===== src/rtl/spi_bm_pkg.sv =====
package spi_bm_pkg;

    localparam int DATA_W = 8;
    localparam int ADDR_W = 5;

    localparam logic [ADDR_W-1:0] OFF_CTRL = 5'h00;
    localparam logic [ADDR_W-1:0] OFF_STAT = 5'h04;
    localparam logic [ADDR_W-1:0] OFF_CNT  = 5'h08;
    localparam logic [ADDR_W-1:0] OFF_TXD  = 5'h0C;
    localparam logic [ADDR_W-1:0] OFF_RXD  = 5'h10;
    localparam logic [ADDR_W-1:0] OFF_SRST = 5'h1C;

    // Stored control fields (start is a strobe and is never stored)
    typedef struct packed {
        logic half_div;  // bit 6: 1 -> sclk half-period of two clk cycles
        logic cs_hi;     // bit 5: level driven on cs_n
        logic recv;      // bit 4: 1 -> receive direction
        logic loop;      // bit 2: receive input taken from mosi
        logic en;        // bit 1: master enable
    } ctrl_t;

    typedef struct packed {
        logic tx_empty;  // bit 7
        logic done;      // bit 6
        logic rx_full;   // bit 5
    } flags_t;

    localparam ctrl_t CTRL_RST = '{half_div: 1'b0, cs_hi: 1'b1, recv: 1'b0,
                                   loop: 1'b0, en: 1'b0};

    function automatic logic [DATA_W-1:0] ctrl_image(ctrl_t c);
        return {1'b0, c.half_div, c.cs_hi, c.recv, 1'b0, c.loop, c.en, 1'b0};
    endfunction

    function automatic logic [DATA_W-1:0] stat_image(flags_t f);
        return {f.tx_empty, f.done, f.rx_full, 5'b00000};
    endfunction

endpackage


===== src/rtl/spi_bm_bytebuf.sv =====
module spi_bm_bytebuf #(
    parameter int DEPTH = 8,
    parameter int W     = 8
) (
    input  logic                         clk,
    input  logic                         rst,
    input  logic                         clr,
    input  logic                         push,
    input  logic [W-1:0]                 din,
    input  logic                         pop,
    output logic [W-1:0]                 dout,
    output logic [$clog2(DEPTH+1)-1:0]   level
);
    localparam int PW = $clog2(DEPTH+1);
    localparam int IW = (DEPTH > 1) ? $clog2(DEPTH) : 1;

    logic [W-1:0]  mem [DEPTH];
    logic [PW-1:0] wp_q, rp_q;
    logic          full, empty;

    assign full  = (wp_q == PW'(DEPTH));
    assign empty = (rp_q == wp_q);
    assign dout  = empty ? '0 : mem[rp_q[IW-1:0]];
    assign level = wp_q - rp_q;

    always_ff @(posedge clk) begin
        if (rst) begin
            wp_q <= '0;
            rp_q <= '0;
            for (int i = 0; i < DEPTH; i++) mem[i] <= '0;
        end else if (clr) begin
            wp_q <= '0;
            rp_q <= '0;
        end else begin
            if (push && !full) begin
                mem[wp_q[IW-1:0]] <= din;
                wp_q <= wp_q + 1'b1;
            end
            if (pop && !empty) rp_q <= rp_q + 1'b1;
        end
    end

    // a push into a full queue leaves the write pointer where it was
    a_r10_full_push_dropped: assert property (@(posedge clk) disable iff (rst)
        (full && push && !clr) |=> (wp_q == PW'(DEPTH)));

    // a pop from an empty queue does not move the read pointer
    a_r4_empty_pop_dropped: assert property (@(posedge clk) disable iff (rst)
        (empty && pop && !clr && !push) |=> (rp_q == $past(rp_q)));

endmodule


===== src/rtl/spi_bm_engine.sv =====
module spi_bm_engine #(
    parameter int W     = 8,
    parameter int CNT_W = 4
) (
    input  logic             clk,
    input  logic             rst,
    input  logic             go,
    input  logic             half_div,
    input  logic             recv,
    input  logic             loop,
    input  logic             miso,
    input  logic [CNT_W-1:0] count,
    input  logic [W-1:0]     tx_byte,
    output logic             tx_pop,
    output logic             rx_push,
    output logic [W-1:0]     rx_byte,
    output logic             sclk,
    output logic             mosi,
    output logic             busy,
    output logic             done
);
    localparam int BW = (W > 1) ? $clog2(W) : 1;

    logic             busy_q, sclk_q, hp_q;
    logic [BW-1:0]    bit_q;
    logic [CNT_W-1:0] byte_q;
    logic [W-1:0]     tx_sh, rx_sh;
    logic             tick, last_bit, last_byte, byte_end, rx_in;

    assign tick      = busy_q && (hp_q == half_div);
    assign last_bit  = (bit_q == BW'(W-1));
    assign last_byte = (byte_q == count - 1'b1);
    assign byte_end  = tick && sclk_q && last_bit;

    assign mosi    = (busy_q && !recv) ? tx_sh[W-1] : 1'b1;
    assign rx_in   = loop ? mosi : miso;
    assign rx_push = byte_end && recv;
    assign rx_byte = rx_sh;
    assign done    = byte_end && last_byte;
    assign tx_pop  = (go && !busy_q) || (byte_end && !last_byte);
    assign sclk    = sclk_q;
    assign busy    = busy_q;

    always_ff @(posedge clk) begin
        if (rst) begin
            busy_q <= 1'b0;
            sclk_q <= 1'b0;
            hp_q   <= 1'b0;
            bit_q  <= '0;
            byte_q <= '0;
            tx_sh  <= '0;
            rx_sh  <= '0;
        end else if (!busy_q) begin
            if (go) begin
                busy_q <= 1'b1;
                tx_sh  <= tx_byte;
                bit_q  <= '0;
                byte_q <= '0;
                sclk_q <= 1'b0;
                hp_q   <= 1'b0;
            end
        end else if (!tick) begin
            hp_q <= 1'b1;
        end else begin
            hp_q <= 1'b0;
            if (!sclk_q) begin
                sclk_q <= 1'b1;
                rx_sh  <= {rx_sh[W-2:0], rx_in};
            end else begin
                sclk_q <= 1'b0;
                if (last_bit) begin
                    bit_q <= '0;
                    if (last_byte) begin
                        busy_q <= 1'b0;
                    end else begin
                        tx_sh  <= tx_byte;
                        byte_q <= byte_q + 1'b1;
                    end
                end else begin
                    tx_sh <= {tx_sh[W-2:0], 1'b0};
                    bit_q <= bit_q + 1'b1;
                end
            end
        end
    end

    // mode 0 - outgoing data only moves on a falling sclk
    a_r3_mosi_moves_on_fall: assert property (@(posedge clk) disable iff (rst)
        (busy_q && $past(busy_q) && !$fell(sclk_q)) |-> $stable(mosi));

    // the serial clock rests low between bursts
    a_r2_sclk_low_when_idle: assert property (@(posedge clk) disable iff (rst)
        !busy_q |-> !sclk_q);

    // receive bursts keep mosi high
    a_r4_recv_mosi_high: assert property (@(posedge clk) disable iff (rst)
        (busy_q && recv) |-> mosi);

endmodule


===== src/rtl/spi_burst_master.sv =====
module spi_burst_master
    import spi_bm_pkg::*;
#(
    parameter int DEPTH = 8
) (
    input  logic        clk,
    input  logic        rst,
    input  logic        bus_wr,
    input  logic        bus_rd,
    input  logic [4:0]  bus_addr,
    input  logic [7:0]  bus_wdata,
    output logic [7:0]  bus_rdata,
    output logic        irq,
    output logic        sclk,
    output logic        mosi,
    input  logic        miso,
    output logic        cs_n
);
    localparam int CNT_W = $clog2(DEPTH+1);

    ctrl_t             ctrl_q;
    flags_t            flags_q, flags_set;
    logic [CNT_W-1:0]  count_q;
    logic              srst, wr_idle, go, stat_rd, rx_rd;
    logic              eng_busy, eng_done, tx_pop, rx_push;
    logic [DATA_W-1:0] tx_byte, rx_byte, rx_head;
    logic [CNT_W-1:0]  tx_level, rx_level;

    assign srst    = rst || (bus_wr && bus_addr == OFF_SRST && bus_wdata == '0);
    assign wr_idle = bus_wr && !eng_busy;
    assign go      = wr_idle && bus_addr == OFF_CTRL && bus_wdata[0] && bus_wdata[1]
                     && count_q != '0;
    assign stat_rd = bus_rd && bus_addr == OFF_STAT;
    assign rx_rd   = bus_rd && bus_addr == OFF_RXD;

    always_ff @(posedge clk) begin
        if (srst) begin
            ctrl_q  <= CTRL_RST;
            count_q <= '0;
        end else if (wr_idle) begin
            if (bus_addr == OFF_CTRL) begin
                ctrl_q <= '{half_div: bus_wdata[6], cs_hi: bus_wdata[5],
                            recv: bus_wdata[4], loop: bus_wdata[2], en: bus_wdata[1]};
            end
            if (bus_addr == OFF_CNT) begin
                if (bus_wdata > 8'(DEPTH)) count_q <= CNT_W'(DEPTH);
                else                       count_q <= bus_wdata[CNT_W-1:0];
            end
        end
    end

    assign flags_set = '{tx_empty: eng_done && !ctrl_q.recv,
                         done:     eng_done,
                         rx_full:  eng_done && ctrl_q.recv};

    always_ff @(posedge clk) begin
        if (srst)         flags_q <= '0;
        else if (stat_rd) flags_q <= flags_set;
        else              flags_q <= flags_q | flags_set;
    end

    spi_bm_bytebuf #(.DEPTH(DEPTH), .W(DATA_W)) u_txq (
        .clk(clk), .rst(srst), .clr(eng_done),
        .push(wr_idle && bus_addr == OFF_TXD), .din(bus_wdata),
        .pop(tx_pop), .dout(tx_byte), .level(tx_level)
    );

    spi_bm_bytebuf #(.DEPTH(DEPTH), .W(DATA_W)) u_rxq (
        .clk(clk), .rst(srst), .clr(go),
        .push(rx_push), .din(rx_byte),
        .pop(rx_rd), .dout(rx_head), .level(rx_level)
    );

    spi_bm_engine #(.W(DATA_W), .CNT_W(CNT_W)) u_eng (
        .clk(clk), .rst(srst), .go(go),
        .half_div(ctrl_q.half_div), .recv(ctrl_q.recv), .loop(ctrl_q.loop),
        .miso(miso), .count(count_q), .tx_byte(tx_byte),
        .tx_pop(tx_pop), .rx_push(rx_push), .rx_byte(rx_byte),
        .sclk(sclk), .mosi(mosi), .busy(eng_busy), .done(eng_done)
    );

    always_comb begin
        case (bus_addr)
            OFF_CTRL: bus_rdata = ctrl_image(ctrl_q);
            OFF_STAT: bus_rdata = stat_image(flags_q);
            OFF_CNT:  bus_rdata = 8'(count_q);
            OFF_RXD:  bus_rdata = rx_head;
            default:  bus_rdata = '0;
        endcase
    end

    assign irq  = |flags_q;
    assign cs_n = ctrl_q.cs_hi;

    // the end of a burst raises the interrupt on the next cycle
    a_r8_done_raises_irq: assert property (@(posedge clk) disable iff (srst)
        eng_done |=> irq);

    // a status read with no burst ending clears the interrupt
    a_r9_read_clears: assert property (@(posedge clk) disable iff (srst)
        (stat_rd && !eng_done) |=> !irq);

    // register writes during a burst leave control and count untouched
    a_r7_busy_writes_ignored: assert property (@(posedge clk) disable iff (srst)
        (eng_busy && bus_wr) |=> ($stable(ctrl_q) && $stable(count_q)));

    // the engine only becomes busy on an accepted start
    a_r6_start_gated: assert property (@(posedge clk) disable iff (srst)
        (!eng_busy && !go) |=> !eng_busy);

    // RX rewinds at start, TX rewinds at end
    a_r11_rx_rewind: assert property (@(posedge clk) disable iff (srst)
        go |=> (rx_level == '0));
    a_r11_tx_rewind: assert property (@(posedge clk) disable iff (srst)
        eng_done |=> (tx_level == '0));

endmodule


===== config.mk =====
export PLATFORM = sky130hd
export DESIGN_NAME = spi_burst_master
export DESIGN_NICKNAME = d
export VERILOG_FILES = /design/src/rtl/spi_bm_pkg.sv /design/src/rtl/spi_bm_bytebuf.sv /design/src/rtl/spi_bm_engine.sv /design/src/rtl/spi_burst_master.sv
export SDC_FILE = /design/constraint.sdc
export NUM_CORES = 1
export LEC_CHECK = 0
export ABC_AREA = 1
export BUFFER_PORTS_ARGS = -buffer_cell sky130_fd_sc_hd__buf_2
export CAP_MARGIN = 20
export CORE_ASPECT_RATIO = 1.2
export CORE_MARGIN = 5
export CORE_UTILIZATION = 60
export DETAILED_ROUTE_END_ITERATION = 6
export HOLD_SLACK_MARGIN = 0.03
export PLACE_DENSITY = 0.75
export REMOVE_ABC_BUFFERS = 1
export SLEW_MARGIN = 20
export SYNTH_ARGS = -nofsm -noshare
export SYNTH_HDL_FRONTEND = slang
export SYNTH_HIERARCHICAL = 1
export SYNTH_SLANG_ARGS = --single-unit

===== constraint.sdc =====
create_clock -name clk -period 6.5 [get_ports clk]
set_input_delay 0.325 -clock clk [delete_from_list [all_inputs] [get_ports clk]]
set_output_delay 0.325 -clock clk [all_outputs]
set_load 0.02 [all_outputs]

# Word-level counts from Yosys, hierarchy flattened
# Memories as Yosys holds them, arrays and structs flattened. A register that Yosys moved wholly into a read port is not among the register bits.
# Index checks and enable logic that the tools add are counted.
# totals
mem_count	2
inputBits	18
ramBits	128
elab_cells	154
output_inout_bits	12
regBits	54
# op_classes
reduce_logical	49
n_addsub	7
eq_ne	17
magnitude_cmp	1
n_mux	56
bitwise_logic	2
# memory_table
memory	depth	word_bits	read_ports	rd_ports_with_merged_regs	write_ports	line_no	source
u_rxq.mem	8	8	1	1	8	spi_bm_bytebuf.sv:17	logic [W-1:0] mem [DEPTH];
u_txq.mem	8	8	1	1	8	spi_bm_bytebuf.sv:17	
# op_table
operator	n
$mux 8	10
$mux 3	12
$pmux 8 s4	1
$mux 4	7
$mux 1	26
$logic_and 1x1->1	24
$add 4x1->4 const B	5
$reduce_or 8->1	2
$eq 4x4->1	3
$eq 5x4->1 const B	2
$eq 5x5->1 const B	2
$eq 4x4->1 const B	2
$gt 8x4->1 const B	1
$logic_not 8->1	1
$ne 2x2->1 const B	4
$logic_not 1->1	7
$reduce_and 2->1	3
$reduce_and 3->1	2
$eq 5x3->1 const B	1
$logic_not 5->1	1
$reduce_and 5->1	1
$reduce_and 4->1	1
$reduce_bool 4->1	1
$reduce_or 2->1	2
10 further kinds	11

# Longest topological paths before layout
# Gate-level depths: netlist of the first run.
# depth
ltp_word	12
depth_mapped	17
ltp_nobuf	17

# Modules after synthesis
# Netlist of the first run, hierarchy kept.
# modules_own_cells
module	instances	cells_each	area_per_inst_um2	seq_area_each_um2
spi_bm_bytebuf at u_txq	1	423	3786.1	2142.1
spi_bm_bytebuf at u_rxq	1	418	3762.4	2142.1
spi_bm_engine	1	207	1410.1	520.5
spi_burst_master	1	131	808.3	240.2

# Worst setup path after synthesis of the first run
# OpenSTA, ideal clock, no wires.
# synth_timing
path_kind	reg2reg
start	register count_q[0]
end	memory u_txq.mem[1][0] (enable)
setup_time_ns	0.384
t_arrival_ns	2.239
setup_slack_ns	3.877
stages_incl_launch_ff	12
path_buffers	0
path_cell_list	dfxtp_1 -> inv_1 -> ha_1 -> nor2_1 -> nor2_1 -> nand2_1 -> nor2_4 -> nand3_1 -> inv_1 -> nor2_4 -> nand2_1 -> o21ai_0
# synth_lines
item	line_no	source
start, declared	spi_burst_master.sv:23	logic [CNT_W-1:0] count_q;
start signal, assigned	spi_burst_master.sv:46	if (bus_wdata > 8'(DEPTH)) count_q <= CNT_W'(DEPTH);
start signal, assigned	spi_burst_master.sv:47	else count_q <= bus_wdata[CNT_W-1:0];
end, declared	spi_bm_bytebuf.sv:17	

# Worst setup path in the final report of the first run
# layout_timing
start	register u_rxq.wp_q[0]
end	output port bus_rdata[2]
# layout_via
elab_chain_len	3
# layout_rtl
item	line_no	source
start, declared	spi_bm_bytebuf.sv:18	logic [PW-1:0] wp_q, rp_q;
start signal, assigned	spi_bm_bytebuf.sv:37	wp_q <= wp_q + 1'b1;
$eq 4x4->1	spi_bm_bytebuf.sv:22	assign empty = (rp_q == wp_q);
$mux 8	spi_bm_bytebuf.sv:23	assign dout = empty ? '0 : mem[rp_q[IW-1:0]];
via rx_head[2]	spi_burst_master.sv:26	logic [DATA_W-1:0] tx_byte, rx_byte, rx_head;
$pmux 8 s4	spi_burst_master.sv:83	case (bus_addr)
end, declared	spi_burst_master.sv:12	output logic [7:0] bus_rdata,
# The timed path passes the listed nets, and every way through them passes these cells.

==> results of run 1 <==
-- cell type report --
class | count | area share, %
Sequential cell | 188 | 48.2
Multi-Input combinational cell | 824 | 37.7
Clock buffer | 22 | 4.85
Inverter | 121 | 4.43
Tap cell | 208 | 2.49
Timing Repair Buffer | 31 | 1.53
Clock inverter | 10 | 0.730
-- worst max-delay path, delay by kind of cell, from the launching register on --
kind          cells  cell delay, ns
fa+ha+maj         1            0.35
buf+inv           3            0.49
flops             1            0.59
simple gates      6            0.98
-- layout by cell type, fill, tap and decap left out, drive strengths merged --
| cell type | n |
|---|---|
| nand3 | 67 |
| o211ai | 1 |
| edfxtp | 128 |
| nor3b | 1 |
| dfxtp | 60 |
| o211a | 1 |
| or2 | 2 |
| clkinvlp | 2 |
| a22o | 1 |
| a21oi | 39 |
| or3 | 1 |
| o2111a | 1 |
| xnor2 | 1 |
| inv | 124 |
| clkinv | 5 |
| nor3 | 36 |
| nor2 | 321 |
| nand2 | 268 |
| nor4 | 2 |
| clkbuf | 22 |
| ha | 16 |
| buf | 31 |
| nand4 | 13 |
| xor2 | 3 |
| o21ai | 50 |
-- metrics by stage --
stage	area [um^2]	hold slack [ns]	power, uW	util (%)	setup WS [ns]
2_1_floorplan	9450	0.440	1400	-	3.87
3_3_place_gp	9870	0.449	1430	62.9	3.55
3_5_place_dp	9870	0.453	1430	62.9	3.38
4_1_cts	10500	0.176	2420	66.6	3.33
5_1_grt	10500	0.198	2480	66.6	3.11
6_report	10500	0.192	2410	66.6	3.34
-- registers in the layout, summed over array words and instances (netlist names), 3 cells and up, named ones only --
register	count
u_eng/byte_q	4
u_txq/rp_q	4
u_eng/tx_sh	8
u_eng/rx_byte	8
u_txq/wp_q	4
ctrl_q	4
u_txq/mem	64
u_rxq/mem	64
u_eng/bit_q	3
flags_q	3
u_rxq/wp_q	4
u_rxq/rp_q	4
count_q	4
-- routing by layer --
layer,global-route usage [%],share of wire (%)
met4,9.23,2.5
met1,35.2,43
met5,0,0
met2,39.3,46
met3,4.23,8.5
-- final timing paths --
kind                                   end  slack, ns  depth (start not counted)
max                           bus_rdata[2]       3.34                         10
min                 ctrl_q[1]$_SDFFE_PP0P_       0.19                          3
max reg2reg  u_txq/mem[3][7]$_SDFFCE_PN0P_       3.47                         11
min reg2reg    u_eng/tx_sh[2]$_SDFFE_PP0P_       0.46                          2
-- power groups by stage --
stage	registers (uW)	clock network (uW)	logic, uW
final	1320	1010	88.3
after global routing	1320	1060	98.7
after CTS	1320	1010	87.4
after detailed placement	1340	0	86.9
after global placement	1340	0	85.4
after floorplan	1340	0	56.5
==> reports/summary.txt, run 1 <==
chip height = 149 um
GP Congestion = 0.962
Syn Area/Cell = 8.28 um^2
DP Wirelength = 16300 um
Tcrit/Tclk final = 48.6%
Worst Setup End Kind = output pin
Data required, critical path = 6.17 ns
Net Sw Power = 526 uW
First-pass DRT Iterations = 5
starting DRC count in detailed routing = 913
clock power share = 41.7%
Post-CTS Hold Fix Bufs = 0
antenna cells = 0
Synth Warn # = 6
Overflow after GRT = 0
Non-Filler Instances = 1404
RSZ-0062 raised after global routing = false
most used cell, CP = nand2_1
initial antenna violation count = 0
Sink Count = 188
crit path max fanout = 14
vias per inst = 5.47
crit-path cells = inv_2, ha_1, inv_1, nor2_1, nand2_1, nand2_1, nor2_1, nand2_1, nand3_1, buf_2
post-CTS sizing = 0
Fin Setup TNS = 0 ns
placed cell count = 1372
Clock Skew = 0.00797 ns
Least-Margin Pin Slew = 1.07 ns
result of the run = finished clean
DRT antenna net count = 0
fin nets = 1217
sequential power share = 54.6%
minimum clock period = 3.16 ns
first-pass GRT wire length = 36200 um
CP Launch Point = u_rxq/wp_q[0]$_SDFFE_PP0P_
Root Buffer = clkbuf_16
synthesized cell area = 0.00966 mm^2
Switching Fraction = 21.8%
wire per inst = 16.4 um
Core Region = 0.0157 mm^2
Max-cap violations = 0
P per Cell Area = 231 mW/mm^2
slowest CP cell = dfxtp_1
Longest Clk Path Bufs = 2
total wire length = 23000 um
fmax = 317 MHz
Post-CTS Setup Bufs = 0
Crit Path Category = flop to output pin
Synth Instances = 1167
largest net degree at the start of global routing = 50
die area = 0.0188 mm^2
global-route usage over all layers = 25.0%
vias in the first global route = 7019
Num CTS Buffers = 17
number of setup violations in the final report = 0
Port-buffer cells = 29
total number of vias = 7680
Final Hold Violating Endpoints = 0
chip width = 126 um
DR DRC count = 0
R2R Path Start = count_q[0]$_SDFFE_PP0P_
Row Count = 50
slowest stage delay, CP = 0.59 ns
part of the power in combinational logic = 3.7%
clock-pin slew on the worst setup and hold paths = 0.07 ns
register area = 0.00504 mm^2
Pleak = 0.00408 uW
CP Launch Type = flop
H-tree depth = 4
CTS tree = done
Fillers = 1299
worst vdd ir = 0.000171 V
Area Overhead vs Synth = 8.20%
layout cell share with drive strength beyond 1 = 10.4%
max-slew headroom at the worst pin = 28.1%
Pins Over Slew Limit = 0
Internal = 1890 uW
Worst-Skew Late Latency = 0.43 ns
worst endpoint data arrival time = 2.83 ns
worst hold path type = input pin to flop
hold wc startpoint = bus_wdata[2]
footprint of the multi-input gates = 0.00395 mm^2
Starting Density = 61.5%
Top-Level Pins = 30
(Power assumes the default switching activity.)
==> run 2, diff against run 1 <==
Clock period 6.5 ns to 2.95 ns, I/O delays scaled along.
==> reports/summary.txt, run 2 (synthesized netlist as in run 1, its figures left out) <==
result of the run = finished clean (unchanged)
CP Launch Type = flop (unchanged)
chip width = 126 um (unchanged)
wire per inst = 16.2 um (was 16.4 um)
commonest cells after routing, fill and taps aside = 305 x nor2_1, 253 x nand2_1, 128 x edfxtp_1 (was 305 x nor2_1, 255 x nand2_1, 128 x edfxtp_1)
Data required, critical path = 3.05 ns (was 6.17 ns)
Post-Place Worst Slack = 0.224 ns (was 3.38 ns)
fin util = 68.2% (was 66.6%)
Worst-Skew Late Latency = 0.43 ns (about the same)
total wire length = 23200 um (was 23000 um)
total number of vias = 7803 (was 7680)
Area Overhead vs Synth = 10.7% (was 8.20%)
final worst slack = 0.236 ns (was 3.34 ns)
global-route usage over all layers = 25.2% (was 25.0%)
most common cell after layout, fill and taps aside = nor2_1 (unchanged)
CTS tree = done (unchanged)
worst endpoint data arrival time = 2.82 ns (was 2.83 ns)
Port-buffer cells = 29 (unchanged)
First-pass DRT Iterations = 5 (unchanged)
Core Region = 0.0157 mm^2 (unchanged)
layout cell share with drive strength beyond 1 = 12.1% (was 10.4%)
P per Cell Area = 500 mW/mm^2 (was 231 mW/mm^2)
largest registers = u_rxq/mem x64, u_txq/mem x64 (unchanged)
RSZ-0062 raised after global routing = false (unchanged)
crit path max fanout = 9 (was 14)
Least-Margin Pin Slew = 0.700 ns (was 1.07 ns)
Pleak = 0.00420 uW (was 0.00408 uW)
Row Count = 50 (unchanged)
worst vdd ir = 0.000288 V (was 0.000171 V)
Sink Count = 188 (unchanged)
H-tree depth = 4 (unchanged)
initial antenna violation count = 0 (unchanged)
vias per inst = 5.45 (was 5.47)
Fillers = 1274 (was 1299)
antenna cells = 0 (unchanged)
Starting Density = 61.5% (unchanged)
DRT antenna net count = 0 (unchanged)
vias in the first global route = 7216 (was 7019)
Final Hold Violating Endpoints = 0 (unchanged)
fin nets = 1246 (was 1217)
GP Congestion = 0.933 (was 0.962)
chip height = 149 um (unchanged)
Fin Setup TNS = 0 ns (unchanged)
clock-pin slew on the worst setup and hold paths = 0.07 ns (about the same)
Pins Over Slew Limit = 0 (unchanged)
hold wc startpoint = bus_wdata[1] (was bus_wdata[2])
max-slew headroom at the worst pin = 53.2% (was 28.1%)
Clock Skew = 0.00727 ns (was 0.00797 ns)
Post-CTS Setup Bufs = 0 (unchanged)
Overflow after GRT = 0 (unchanged)
Tcrit/Tclk final = 92.0%
Root Buffer = clkbuf_16 (unchanged)
Max-cap violations = 0 (unchanged)
CP Launch Point = count_q[0]$_SDFFE_PP0P_ (was u_rxq/wp_q[0]$_SDFFE_PP0P_)
largest net degree at the start of global routing = 50 (unchanged)
Top-Level Pins = 30 (unchanged)
Crit Path Category = flop to flop (was flop to output pin)
Longest Clk Path Bufs = 2 (unchanged)
first-pass GRT wire length = 36600 um (was 36200 um)
DP Wirelength = 16400 um (was 16300 um)
die area = 0.0188 mm^2 (unchanged)
number of setup violations in the final report = 0 (unchanged)
Worst Setup End Kind = flop (was output pin)
Final Hold Slack = 0.0549 ns (was 0.192 ns)
DR DRC count = 0 (unchanged)
Num CTS Buffers = 17 (unchanged)
fmax = 368 MHz
starting DRC count in detailed routing = 718 (was 913)
R2R Path Start = count_q[0]$_SDFFE_PP0P_ (unchanged)
worst hold path type = input pin to flop (unchanged)
minimum clock period = 2.71 ns
run 2: final cells by class:
type	count	area, um^2	area share (%)
Clock buffer	22	464	4.34
Timing Repair Buffer	60	403	3.76
Tap cell	208	260	2.43
Multi-Input combinational cell	824	3950	36.9
Inverter	121	463	4.33
Clock inverter	10	118	1.10
Sequential cell	188	5040	47.1
run 2: what timing repair did:
item / CTS / global route
setup endpoints to repair: 0 / 16
endpoints found under the hold margin: 4 / 0
hold buffers: 5 / 0
resized for setup: 0 / 2
run 2: path summary, 6_finish.rpt:
path	slack (ns)	endpoint	cells after the start
max	0.24	u_txq/mem[6][4]$_SDFFCE_PN0P_	13
min	0.05	ctrl_q[0]$_SDFFE_PP0P_	3
max reg2reg	0.24	u_txq/mem[6][4]$_SDFFCE_PN0P_	13
min reg2reg	0.46	u_eng/tx_sh[0]$_SDFFE_PP0P_	2
run 2: through the flow:
| stage | total power, uW | cell area (um^2) | instances |
|---|---|---|---|
| finish | 5350 | 10700 | 1433 |
| global route | 5510 | 10700 | 1433 |
| CTS | 5370 | 10700 | 1433 |
| detailed placement | 3160 | 10100 | 1396 |
| global placement | 3150 | 10100 | 1396 |
| floorplan | 3080 | 9450 | 1133 |
run 2: power by group:
part	switching (uW)	total [uW]	internal [uW]
sequential	22.7	2900	2880
clock	949	2240	1290
combinational	155	209	54.4
total	1130	5350	4230
run 2: critical path, stage by stage (launching register included):
cell	delay (ns)
dfxtp_1	0.41
inv_1	0.08
ha_1	0.31
nor2_1	0.09
nor2_1	0.05
nand2_1	0.10
nor2_4	0.06
nand3_1	0.09
inv_1	0.11
nor2_4	0.24
inv_2	0.14
nor2_8	0.25
nand3_4	0.14
nand2_1	0.30
run 2: routing by layer:
layer | track usage (%) | vias to the layer above | wire length [um]
met5 | 0 | - | 0
met4 | 10.6 | 0 | 790
met3 | 4.51 | 58 | 1700
met2 | 41.5 | 300 | 10900
met1 | 33.0 | 3601 | 9860
li1 | - | 3844 | -
==> run 3, diff against run 2 <==
Settings changed: HOLD_SLACK_MARGIN 0.03 to 0.12.
==> reports/summary.txt, run 3 (synthesized netlist as in run 1, its figures left out) <==
Pins Over Slew Limit = 0 (unchanged)
layout cell share with drive strength beyond 1 = 12.1% (about the same)
P per Cell Area = 499 mW/mm^2 (was 500 mW/mm^2)
total number of vias = 7847 (was 7803)
antenna cells = 0 (unchanged)
Post-CTS Setup Bufs = 0 (unchanged)
Post-Place Worst Slack = 0.224 ns (unchanged)
DRT antenna net count = 0 (unchanged)
worst hold path type = input pin to flop (unchanged)
commonest cells after routing, fill and taps aside = 305 x nor2_1, 253 x nand2_1, 128 x edfxtp_1 (unchanged)
global-route usage over all layers = 25.3% (was 25.2%)
die area = 0.0188 mm^2 (unchanged)
DR DRC count = 0 (unchanged)
chip height = 149 um (unchanged)
crit path max fanout = 9 (unchanged)
Internal = 4230 uW (about the same)
vias in the first global route = 7239 (was 7216)
fin nets = 1249 (was 1246)
initial antenna violation count = 0 (unchanged)
CP Launch Type = flop (unchanged)
wire per inst = 16.2 um (about the same)
Num CTS Buffers = 17 (unchanged)
final worst slack = 0.234 ns (was 0.236 ns)
Tcrit/Tclk final = 92.1% (was 92.0%)
fmax = 368 MHz (about the same)
reg2reg path depth = 13 (unchanged)
clock-pin slew on the worst setup and hold paths = 0.06 ns (was 0.07 ns)
clock power share = 41.8% (was 41.9%)
chip width = 126 um (unchanged)
Longest Clk Path Bufs = 2 (unchanged)
Sink Count = 188 (unchanged)
Core Region = 0.0157 mm^2 (unchanged)
Switching Fraction = 21.0% (about the same)
Top-Level Pins = 30 (unchanged)
RSZ-0062 raised after global routing = false (unchanged)
footprint of the multi-input gates = 0.00395 mm^2 (unchanged)
Fillers = 1268 (was 1274)
DP Wirelength = 16400 um (unchanged)
Starting Density = 61.5% (unchanged)
most common cell after layout, fill and taps aside = nor2_1 (unchanged)
Max-cap violations = 0 (unchanged)
H-tree depth = 4 (unchanged)
starting DRC count in detailed routing = 811 (was 718)
Worst Setup End Kind = flop (unchanged)
r2r setup slk = 0.23 ns (was 0.24 ns)
number of setup violations in the final report = 0 (unchanged)
Area Overhead vs Synth = 11.1% (was 10.7%)
Min-Delay Path Depth = 5 (was 3)
Pleak = 0.00421 uW (was 0.00420 uW)
Net Sw Power = 1120 uW (was 1130 uW)
Data required, critical path = 3.05 ns (about the same)
first-pass GRT wire length = 36700 um (was 36600 um)
Fin Setup TNS = 0 ns (unchanged)
Root Buffer = clkbuf_16 (unchanged)
vias per inst = 5.46 (was 5.45)
sequential power share = 54.2% (about the same)
largest net degree at the start of global routing = 50 (unchanged)
result of the run = finished clean (unchanged)
Overflow after GRT = 0 (unchanged)
Final Hold Slack = 0.143 ns (was 0.0549 ns)
Crit Path Category = flop to flop (unchanged)
Worst-Skew Late Latency = 0.43 ns (about the same)
Final Hold Violating Endpoints = 0 (unchanged)
CTS tree = done (unchanged)
largest registers = u_rxq/mem x64, u_txq/mem x64 (unchanged)
worst endpoint data arrival time = 2.82 ns (about the same)
part of the power in combinational logic = 4.0% (was 3.9%)
GP Congestion = 0.933 (unchanged)
total wire length = 23200 um (about the same)
Least-Margin Pin Slew = 0.692 ns (was 0.700 ns)
Port-buffer cells = 29 (unchanged)
Row Count = 50 (unchanged)
worst vdd ir = 0.000287 V (was 0.000288 V)
minimum clock period = 2.72 ns (was 2.71 ns)
register area = 0.00504 mm^2 (unchanged)
First-pass DRT Iterations = 6 (was 5)
max-slew headroom at the worst pin = 53.7% (was 53.2%)
fin util = 68.4% (was 68.2%)
Clock Skew = 0.00877 ns (was 0.00727 ns)
[run 3: changes by cell type in the layout (fill, tap and decap cells not counted), sizes merged]
cell | before | now
dlygate4sd3 | 5 | 8
[run 3: cell type report]
cell class	count	area share, %
clock buffers	22	4.33
clock inverters	10	1.10
inverters	121	4.31
multi-input cells	824	36.8
flip-flops and latches	188	47.0
well taps	208	2.42
repair buffers	63	4.03
[run 3: power groups by stage]
stage / Combinational, uW / Clock [uW] / Sequential (uW)
after floorplan: 125 / 0 / 2950
after global placement: 196 / 0 / 2960
after detailed placement: 200 / 0 / 2960
after CTS: 209 / 2260 / 2900
after global routing: 234 / 2370 / 2910
final: 212 / 2240 / 2900
[run 3: path summary, 6_finish.rpt]
check | startpoint | end
setup / recovery | count_q[0]$_SDFFE_PP0P_ | u_txq/mem[6][4]$_SDFFCE_PN0P_
hold / removal | bus_wdata[0] | count_q[0]$_SDFFE_PP0P_
setup reg to reg | count_q[0]$_SDFFE_PP0P_ | u_txq/mem[6][4]$_SDFFCE_PN0P_
hold reg to reg | u_eng/tx_sh[6]$_SDFFE_PP0P_ | u_eng/tx_sh[6]$_SDFFE_PP0P_
[run 3: critical path, cell delays in order, from the launching register on]
cell and delay, ns:
dfxtp_1 0.42, inv_1 0.08, ha_1 0.31, nor2_1 0.09, nor2_1 0.05, nand2_1 0.10
nor2_4 0.06, nand3_1 0.09, inv_1 0.11, nor2_4 0.23, inv_2 0.14, nor2_8 0.25
nand3_4 0.15, nand2_1 0.30
[run 3: layer usage]
metal  global-route usage (%)  wire, um  vias to the layer above  part of all wire (%)
li1                         -         -                     3852                     -
met2                     41.8     11000                      340                    47
met4                     10.6       755                        0                   3.3
met5                        0         0                        -                     0
met1                     33.1      9540                     3599                    41
met3                     4.51      1920                       56                   8.3
[run 3: what timing repair did]
item / in CTS / in global routing
hold endpoints to repair: 8 / 0
gates resized for setup: 0 / 2
hold buffers: 8 / 0
setup endpoints to repair: 0 / 16
[run 3: per-stage QoR]
| stage | power, uW | instances | instance area (um^2) |
|---|---|---|---|
| 2_1_floorplan | 3080 | 1133 | 9450 |
| 3_3_place_gp | 3150 | 1396 | 10100 |
| 3_5_place_dp | 3160 | 1396 | 10100 |
| 4_1_cts | 5370 | 1436 | 10700 |
| 5_1_grt | 5510 | 1436 | 10700 |
| 6_report | 5350 | 1436 | 10700 |
